## src/rtl/sc_gl_pkg.sv

```systemverilog
// Shared types for the subcarrier genlock transmitter.
// Assumes: nothing beyond the standard language.
package sc_gl_pkg;

    typedef enum logic {
        MODE_FULL = 1'b0,
        MODE_RTC  = 1'b1
    } gl_mode_e;

    typedef enum logic [2:0] {
        ST_IDLE,
        ST_START,
        ST_DATA,
        ST_GAP,
        ST_SLOT
    } gl_state_e;

endpackage

```

## src/rtl/sc_gl_rate.sv

```systemverilog
// Unit-tick generator. It emits a tick every clock in full-rate mode and
// every DIV clocks in the slow mode.
// Assumes: DIV >= 2. Restart realigns the divider to a line start.
module sc_gl_rate #(
    parameter int DIV = 4
) (
    input  logic clk,
    input  logic rst_n,
    input  logic restart,
    input  logic slow,
    output logic tick
);
    localparam int CW = $clog2(DIV);
    localparam logic [CW-1:0] LAST = CW'(DIV - 1);

    logic [CW-1:0] cnt;

    // Free-running divider, realigned on restart.
    always_ff @(posedge clk) begin
        if (!rst_n || restart) cnt <= '0;
        else if (cnt == LAST)  cnt <= '0;
        else                   cnt <= cnt + 1'b1;
    end

    // Tick select per mode.
    always_comb tick = slow ? (cnt == LAST) : 1'b1;
endmodule

```

## src/rtl/sc_gl_dds.sv

```systemverilog
// Subcarrier phase accumulator. It adds the frequency word every clock and
// is forced to zero on request.
// Assumes: the zero request is a single-cycle pulse from the framer.
module sc_gl_dds #(
    parameter int W = 23
) (
    input  logic         clk,
    input  logic         rst_n,
    input  logic         zero,
    input  logic [W-1:0] fcw,
    output logic [W-1:0] phase
);
    // Accumulate modulo 2^W, or clear.
    always_ff @(posedge clk) begin
        if (!rst_n || zero) phase <= '0;
        else                phase <= phase + fcw;
    end
endmodule

```

## src/rtl/sc_gl_framer.sv

```systemverilog
// Per-line serial framer. It sends start bit, word, gap and reset slot,
// with cell lengths chosen by the mode captured at the line strobe.
// Assumes: a unit tick from sc_gl_rate that is realigned at accept.
module sc_gl_framer
    import sc_gl_pkg::*;
#(
    parameter int FCW_W     = 23,
    parameter int RTC_DROP  = 1,
    parameter int RTC_BITU  = 2,
    parameter int FULL_GAP  = 7,
    parameter int RTC_GAP   = 6
) (
    input  logic             clk,
    input  logic             rst_n,
    input  logic             tick,
    input  logic             line_strobe,
    input  logic             mode_rtc,
    input  logic [FCW_W-1:0] ctrl_word,
    input  logic             phase_rst_req,
    output logic             ser_out,
    output logic             busy,
    output logic             accept,
    output logic             zero_evt,
    output gl_mode_e         mode_q
);
    localparam int RTC_BITS = FCW_W - RTC_DROP;
    localparam int MAXU     = (FULL_GAP > RTC_GAP) ?
                              ((FULL_GAP > RTC_BITU) ? FULL_GAP : RTC_BITU) :
                              ((RTC_GAP > RTC_BITU) ? RTC_GAP : RTC_BITU);
    localparam int UCW      = $clog2(MAXU + 1);
    localparam int BCW      = $clog2(FCW_W + 1);
    localparam logic [BCW-1:0] FULL_LASTB = BCW'(FCW_W - 1);
    localparam logic [BCW-1:0] RTC_LASTB  = BCW'(RTC_BITS - 1);

    gl_state_e        state;
    logic [UCW-1:0]   ucnt;
    logic [BCW-1:0]   bcnt;
    logic [FCW_W-1:0] shreg;
    logic             pending;
    logic             armed;
    logic [UCW-1:0]   cell_last;
    logic [BCW-1:0]   bit_last;
    logic             cell_end;

    // Line acceptance and activity.
    always_comb begin
        busy   = (state != ST_IDLE);
        accept = (state == ST_IDLE) && line_strobe;
    end

    // Last unit index of the current cell and last data bit index.
    always_comb begin
        bit_last = (mode_q == MODE_RTC) ? RTC_LASTB : FULL_LASTB;
        unique case (state)
            ST_GAP:  cell_last = (mode_q == MODE_RTC) ? UCW'(RTC_GAP - 1)
                                                      : UCW'(FULL_GAP - 1);
            default: cell_last = (mode_q == MODE_RTC) ? UCW'(RTC_BITU - 1)
                                                      : '0;
        endcase
        cell_end = busy && tick && (ucnt == cell_last);
        zero_evt = (state == ST_GAP) && cell_end && armed;
    end

    // Frame sequencer: state, unit counter, bit counter and shifter.
    always_ff @(posedge clk) begin
        if (!rst_n) begin
            state  <= ST_IDLE;
            ucnt   <= '0;
            bcnt   <= '0;
            shreg  <= '0;
            mode_q <= MODE_FULL;
        end else if (accept) begin
            state  <= ST_START;
            ucnt   <= '0;
            bcnt   <= '0;
            shreg  <= ctrl_word;
            mode_q <= gl_mode_e'(mode_rtc);
        end else if (busy && tick) begin
            if (cell_end) begin
                ucnt <= '0;
                unique case (state)
                    ST_START: state <= ST_DATA;
                    ST_DATA: begin
                        shreg <= {shreg[FCW_W-2:0], 1'b0};
                        bcnt  <= bcnt + 1'b1;
                        if (bcnt == bit_last) state <= ST_GAP;
                    end
                    ST_GAP:  state <= ST_SLOT;
                    default: state <= ST_IDLE;
                endcase
            end else begin
                ucnt <= ucnt + 1'b1;
            end
        end
    end

    // Reset-request bookkeeping: latch, arm at next line, clear after slot.
    always_ff @(posedge clk) begin
        if (!rst_n) begin
            pending <= 1'b0;
            armed   <= 1'b0;
        end else begin
            if (phase_rst_req) pending <= 1'b1;
            else if (accept)   pending <= 1'b0;
            if (accept)                              armed <= pending;
            else if ((state == ST_SLOT) && cell_end) armed <= 1'b0;
        end
    end

    // Pin value per state.
    always_comb begin
        unique case (state)
            ST_START: ser_out = 1'b1;
            ST_DATA:  ser_out = shreg[FCW_W-1];
            ST_SLOT:  ser_out = !armed;
            default:  ser_out = 1'b0;
        endcase
    end
endmodule

```

## src/rtl/sc_genlock_tx.sv

```systemverilog
// Subcarrier genlock serial transmitter top. It ties the rate divider,
// framer and phase accumulator together.
// Assumes: one clock domain, with line strobes at least one frame apart.
module sc_genlock_tx
    import sc_gl_pkg::*;
#(
    parameter int FCW_W    = 23,
    parameter int RTC_DIV  = 4,
    parameter int RTC_DROP = 1,
    parameter int RTC_BITU = 2,
    parameter int FULL_GAP = 7,
    parameter int RTC_GAP  = 6
) (
    input  logic             clk,
    input  logic             rst_n,
    input  logic             line_strobe,
    input  logic             mode_rtc,
    input  logic [FCW_W-1:0] ctrl_word,
    input  logic             phase_rst_req,
    output logic             ser_out,
    output logic [FCW_W-1:0] dds_phase
);
    logic     fr_tick;
    logic     fr_busy;
    logic     fr_accept;
    logic     fr_zero;
    gl_mode_e fr_mode;
    logic     slow_sel;

    // Slow tick only for the captured slow framing.
    always_comb slow_sel = (fr_mode == MODE_RTC);

    sc_gl_rate #(.DIV(RTC_DIV)) rate_i (
        .clk     (clk),
        .rst_n   (rst_n),
        .restart (fr_accept),
        .slow    (slow_sel),
        .tick    (fr_tick)
    );

    sc_gl_framer #(
        .FCW_W    (FCW_W),
        .RTC_DROP (RTC_DROP),
        .RTC_BITU (RTC_BITU),
        .FULL_GAP (FULL_GAP),
        .RTC_GAP  (RTC_GAP)
    ) framer_i (
        .clk           (clk),
        .rst_n         (rst_n),
        .tick          (fr_tick),
        .line_strobe   (line_strobe),
        .mode_rtc      (mode_rtc),
        .ctrl_word     (ctrl_word),
        .phase_rst_req (phase_rst_req),
        .ser_out       (ser_out),
        .busy          (fr_busy),
        .accept        (fr_accept),
        .zero_evt      (fr_zero),
        .mode_q        (fr_mode)
    );

    sc_gl_dds #(.W(FCW_W)) dds_i (
        .clk   (clk),
        .rst_n (rst_n),
        .zero  (fr_zero),
        .fcw   (ctrl_word),
        .phase (dds_phase)
    );
endmodule

```

## config.mk

```make
export PLATFORM = sky130hd
export DESIGN_NAME = sc_genlock_tx
export DESIGN_NICKNAME = d
export VERILOG_FILES = /design/src/rtl/sc_gl_pkg.sv /design/src/rtl/sc_gl_rate.sv /design/src/rtl/sc_gl_dds.sv /design/src/rtl/sc_gl_framer.sv /design/src/rtl/sc_genlock_tx.sv
export SDC_FILE = /design/constraint.sdc
export NUM_CORES = 1
export LEC_CHECK = 0
export ABC_AREA = 1
export ABC_CLOCK_PERIOD_IN_PS = 1600
export BUFFER_PORTS_ARGS = -buffer_cell sky130_fd_sc_hd__buf_2
export CORE_AREA = 2 2 77 116
export DETAILED_ROUTE_END_ITERATION = 8
export DIE_AREA = 0 0 79 118
export GPL_ROUTABILITY_DRIVEN = 0
export PLACE_DENSITY = 0.81
export SLEW_MARGIN = 10
export SYNTH_ARGS = -nofsm -noshare
export SYNTH_HDL_FRONTEND = slang
export SYNTH_SLANG_ARGS = --single-unit
```

## constraint.sdc

```tcl
create_clock -name clk -period 1.6 [get_ports clk]
set_clock_uncertainty 0.15 [all_clocks]
set_input_delay 0.16 -clock clk [delete_from_list [all_inputs] [get_ports clk]]
set_output_delay 0.16 -clock clk [all_outputs]
set_load 0.05 [all_outputs]
```

# --- Yosys cells after proc, flatten, opt, wreduce, memory -nomap -nowiden ---
# Cells that the tools add are included.
totals:
  ff_bits: 62
  inputBits: 28
  output_inout_bits: 24
  word_cells: 67
classes:
  addsub: 4
  eq_ne: 9
  mux: 20
  bitwise: 1
  n_reduce_logical: 23
op_table:
  columns: ["operator", "count"]
  rows:
  - ["two-way mux 23 bit", 4]
  - ["adder 23 bit", 1]
  - ["AND reduction 3 bit", 4]
  - ["nonzero test 2 bit", 5]
  - ["two-way mux 1 bit", 9]
  - ["two-way mux 3 bit", 3]
  - ["case mux 3 bit (3 select lines)", 1]
  - ["== test 3 x 2 -> 1 bit (second input constant)", 2]
  - ["logical AND 1 bit", 6]
  - ["adder 5 x 1 -> 5 bit (second input constant)", 1]
  - ["== test 5 bit", 1]
  - ["two-way mux 2 bit", 2]
  - ["OR reduction 2 bit", 2]
  - ["adder 3 x 1 -> 3 bit (second input constant)", 1]
  - ["== test 3 x 1 -> 1 bit (second input constant)", 1]
  - ["== test 3 bit", 1]
  - ["== test 3 bit (second input constant)", 1]
  - ["zero test 3 bit", 1]
  - ["inequality test 3 x 2 -> 1 bit (second input constant)", 1]
  - ["case mux 1 bit (3 select lines)", 1]
  - ["nonzero test 3 bit", 1]
  - ["adder 2 x 1 -> 2 bit (second input constant)", 1]
  - ["== test 2 bit (second input constant)", 1]
  - ["zero test 1 bit", 2]
  - ["3 further kinds", 4]

# --- Logic depth before layout (Yosys ltp) ---
logic_depth:
  word_depth: 7
  ltp_mapped: 12
  mapped_depth_nobuf: 12

# --- Cells and area by module ---
# Synthesis repeated with hierarchy kept, for this count alone.
hier_totals:
  cells_unflattened: 689
  area_unflattened_um2: 4177.8
by_module_without_submodules:
  columns: ["mod", "instances", "cells_per_inst", "area_per_inst_um2", "seq_area_each_um2"]
  rows:
  - ["sc_gl_dds", 1, 388, 2153.3, 460.4]
  - ["sc_gl_framer", 1, 291, 1945.6, 740.7]
  - ["sc_gl_rate", 1, 10, 78.8, 40.0]

# --- Least setup slack after synthesis ---
# Ideal clock, no wire load.
synth_path:
  kind: "reg-to-reg"
  start: "register dds_i.phase[0]"
  end: "register dds_i.phase[12]"
  setup_ns: 0.070
  arrival_time_ns: 1.986
  required_ns: 1.380
  setup_slack_ns: -0.606
  stages_incl_launch_ff: 13
  path_buffers: 0
  period_less_slack_ns: 2.206
  cell_sequence: "dfxtp_1 ha_1 inv_1 fa_1 inv_1 nand3_1 nand3_1 nand3_1 nand2_1 nand2_1 nand2_1 nand2_1 a21oi_1"
synth_between:
  elab_chain_cells: 1
synth_lines:
  columns: ["item", "line", "text"]
  rows:
  - ["start: declaration", "sc_gl_dds.sv:11", "output logic [W-1:0] phase"]
  - ["start signal: assignment", "sc_gl_dds.sv:16", "else phase <= phase + fcw;"]
  - ["adder 23 bit", "sc_gl_dds.sv:16", null]
# Every way passes these cells.
# A chain may end at the register's enable or synchronous reset.

# --- Final worst setup path ---
layout_path:
  start: "register dds_i.phase[12]"
  end: "register dds_i.phase[22]"
# The elaborated chain is that of the path after synthesis.

==> metrics.json <==
{
  "maximum_fanout_count_along_the_critical_path": 4,
  "detailroute.via_count": 5376,
  "post_synth_instance_area_sq_um": 4420,
  "run_status": "complete, but fails checks",
  "antenna_found_initial": 0,
  "synth_seq_area_share_pct": 28.1,
  "violations": "setup timing",
  "achievable-frequency_mhz": 490,
  "fp.dieArea_sq_um": 9320,
  "drive_above_1_share_pct": 46.3,
  "async_flop_share_pct": 0,
  "count_of_mapped_cells_out_of_synthesis": 709,
  "worstSetupPathType": "flip-flop to flip-flop",
  "largest_stage_delay_on_the_critical_path_ns": 0.36,
  "floorplan.initialDensity_pct": 53.2,
  "grt_overflow_total": 0,
  "timing.critical_path.to_type": "flip-flop",
  "cts_root_buffer": "clkbuf_16",
  "synth_largest_area_cell": "dfxtp_1",
  "fin_area_sq_um": 6830,
  "number_of_optimization_iterations_in_the_first_detailed_route_pass": 7,
  "worst_hold_path_type": "primary input to flip-flop",
  "yosys_register_bits": 62,
  "grt_max_degree": 16,
  "first_pass_grt_wire_length_mm": 22.6,
  "port-buffer-count": 51,
  "worst-slew-pin-transition_ns": 0.429,
  "die_x_um": 79,
  "timing.setup.tns_ns": -14.43,
  "powerDensity_nw_per_um2": 1460,
  "cts_sinks": 62,
  "finalCritPeriodShare_pct": 128,
  "design.portCount": 52,
  "synth_enable_flop_cells": 0,
  "timing.slew.headroom_pct": 71.4,
  "post-route-worst-setup-slack_ns": -0.441,
  "antenna_cells_inserted": 0,
  "cts_tree": "yes",
  "syn_to_final_growth_pct": 54.4,
  "cap_viol_max_count": 0,
  "synthesis.nets": 763,
  "cell_types_occupying_the_most_area_after_synthesis": "dfxtp_1, nand2_1, inv_1",
  "cpMaxStageDelayCell": "dfxtp_4",
  "final_period_minus_worst_setup_slack_ns": 2.04,
  "die_y_um": 118,
  "globalRouteTotalUtil_pct": 30.8,
  "cp_data_arrival_time_ns": 2.17,
  "clock_tree.buffer_depth": 2,
  "drc": 0,
  "placementRows": 41,
  "number_of_global_route_vias_before_repair": 5134,
  "detail_route.wirelength_mm": 16.7,
  "clock_latency_ns": 0.35,
  "dp.final_hpwl_mm": 9.74,
  "cts_bufs_inserted": 9,
  "static-leakage-power_nw": 3.43,
  "cp_data_required_time_ns": 1.73,
  "crit_chain": "ha_4, nand2_1, nor2_1, nand2_1, nor2_1, nand2_2, nand3_2, nand2_2, a21oi_2",
  "critical_path.startpoint_type": "flip-flop",
  "coreArea_sq_um": 8310,
  "worst_ir_drop_vdd_mv": 0.932,
  "count_of_nets_left_with_antenna_violations_after_detail_routing": 0,
  "final_net_count": 911,
  "drtIter0Drc": 438,
  "wl_cell_um": 17.3,
  "vias_per_cell": 5.55,
  "post_synthesis_mean_instance_area_sq_um": 6.24,
  "setup_viol": 62,
  "cts_max_level": 3,
  "worst-r2r-cell-count": 9,
  "synth_cell_type_count": 35,
  "rsz0062_at_grt": "yes",
  "hold_violations": 0,
  "drv_slew": 0,
  "clkTransAtPathRegs_ns": 0.06,
  "synth_warn": 0,
  "placement.cell_area_sq_um": 5690,
  "min_delay_path_depth": 4,
  "synthDominantCellAreaShare_pct": 28.1,
  "final_cell_mix": "nand2_1, inv_1, buf_4",
  "detailedPlace.worstSlack_ns": -0.259,
  "final_common_cell": "nand2_1",
  "synth-main-ff-cell": "dfxtp_1"
}
-- stage by stage --
step	hold slack (ns)	std cells	total power [W]	util, %
floorplan	0.127	709	0.00568	-
global placement	0.237	927	0.00707	68.5
detailed placement	0.242	927	0.00720	68.5
CTS	0.0328	957	0.00932	76.2
global route	0.0883	969	0.0105	82.2
finish	0.0663	969	0.00999	82.2
-- final cells by class --
type | instances | area (sq um)
inverters | 123 | 477
repair buffers | 151 | 1290
clock buffers | 9 | 225
fillers | 450 | 1480
multi-input cells | 510 | 3350
well taps | 107 | 134
clock inverters | 7 | 40.0
flip-flops and latches | 62 | 1320
-- state kept, by name (all words and copies together), names as in the netlist --
| register | cells |
|---|---|
| framer_i.bcnt | 5 |
| rate_i.cnt | 2 |
| framer_i.pending | 1 |
| dds_i.phase | 23 |
| framer_i.ucnt | 3 |
| framer_i.state | 3 |
| framer_i.armed | 1 |
| framer_i.shreg | 23 |
| framer_i.mode_q | 1 |
-- worst max-delay path: cells and delay by family, from the launching register on --
family,cells,cell delay [ns]
simple gates,7,1.06
fa+ha+maj,1,0.28
flops,1,0.36
compound gates,1,0.14
-- where the power goes --
group / switching [W] / internal [W] / total (W)
Combinational: 0.00363 / 0.00227 / 0.00590
Sequential: 0.000318 / 0.00196 / 0.00228
Clock: 0.000776 / 0.00104 / 0.00181
-- synth_stat cells, types with 3 or more instances --
| cell type | count |
|---|---|
| inv_1 | 121 |
| nand2_1 | 257 |
| nand2_2 | 22 |
| nand3_1 | 40 |
| buf_12 | 4 |
| nor2_1 | 39 |
| ha_1 | 25 |
| xor2_1 | 7 |
| nand4_1 | 7 |
| dfxtp_1 | 62 |
| clkbuf_1 | 5 |
| nor2_2 | 43 |
| nor3_1 | 3 |
| buf_2 | 4 |
| a21oi_1 | 42 |
| o21ai_0 | 6 |
| xnor2_1 | 3 |
-- worst paths after layout --
path	startpoint	end	slack [ns]
setup / recovery	dds_i.phase[12]$_SDFF_PP0_	dds_i.phase[22]$_SDFF_PP0_	-0.44
hold / removal	ctrl_word[0]	dds_i.phase[0]$_SDFF_PP0_	0.07
setup reg to reg	dds_i.phase[12]$_SDFF_PP0_	dds_i.phase[22]$_SDFF_PP0_	-0.44
hold reg to reg	rate_i.cnt[0]$_SDFF_PP0_	rate_i.cnt[0]$_SDFF_PP0_	0.29
-- repair_timing --
| action | CTS | global route |
|---|---|---|
| pin swaps | 16 | 33 |
| gates resized for setup | 49 | 107 |
| hold buffers | 2 | 0 |
| setup buffers | 8 | 7 |
| endpoints found under the setup margin | 61 | 62 |
| endpoints found under the hold margin | 2 | 0 |
| cloned | 4 | 5 |
-- per-layer routing --
| metal | global-route usage, % | share of wire [%] | vias to the layer above |
|---|---|---|---|
| met5 | 0 | 0 | - |
| met2 | 56.3 | 52 | 313 |
| li1 | - | - | 2456 |
| met3 | 6.21 | 6.9 | 128 |
| met1 | 28.9 | 33 | 2479 |
| met4 | 23.3 | 8.8 | 0 |
-- logic make-up (layout without fill, tap and decap cells) --
logic type | after synthesis | count (layout) | synth area share [%]
and+or+nand+nor | 418 | 419 | 42.2
buffers and inverters | 138 | 290 | 13.4
DFF | 62 | 62 | 28.1
AOI/OAI and AO/OA | 55 | 55 | 6.88
adders and majority gates | 26 | 26 | 7.53
xor gates and xnor gates | 10 | 10 | 1.98
No activity file was read; power rests on OpenSTA's default activity.
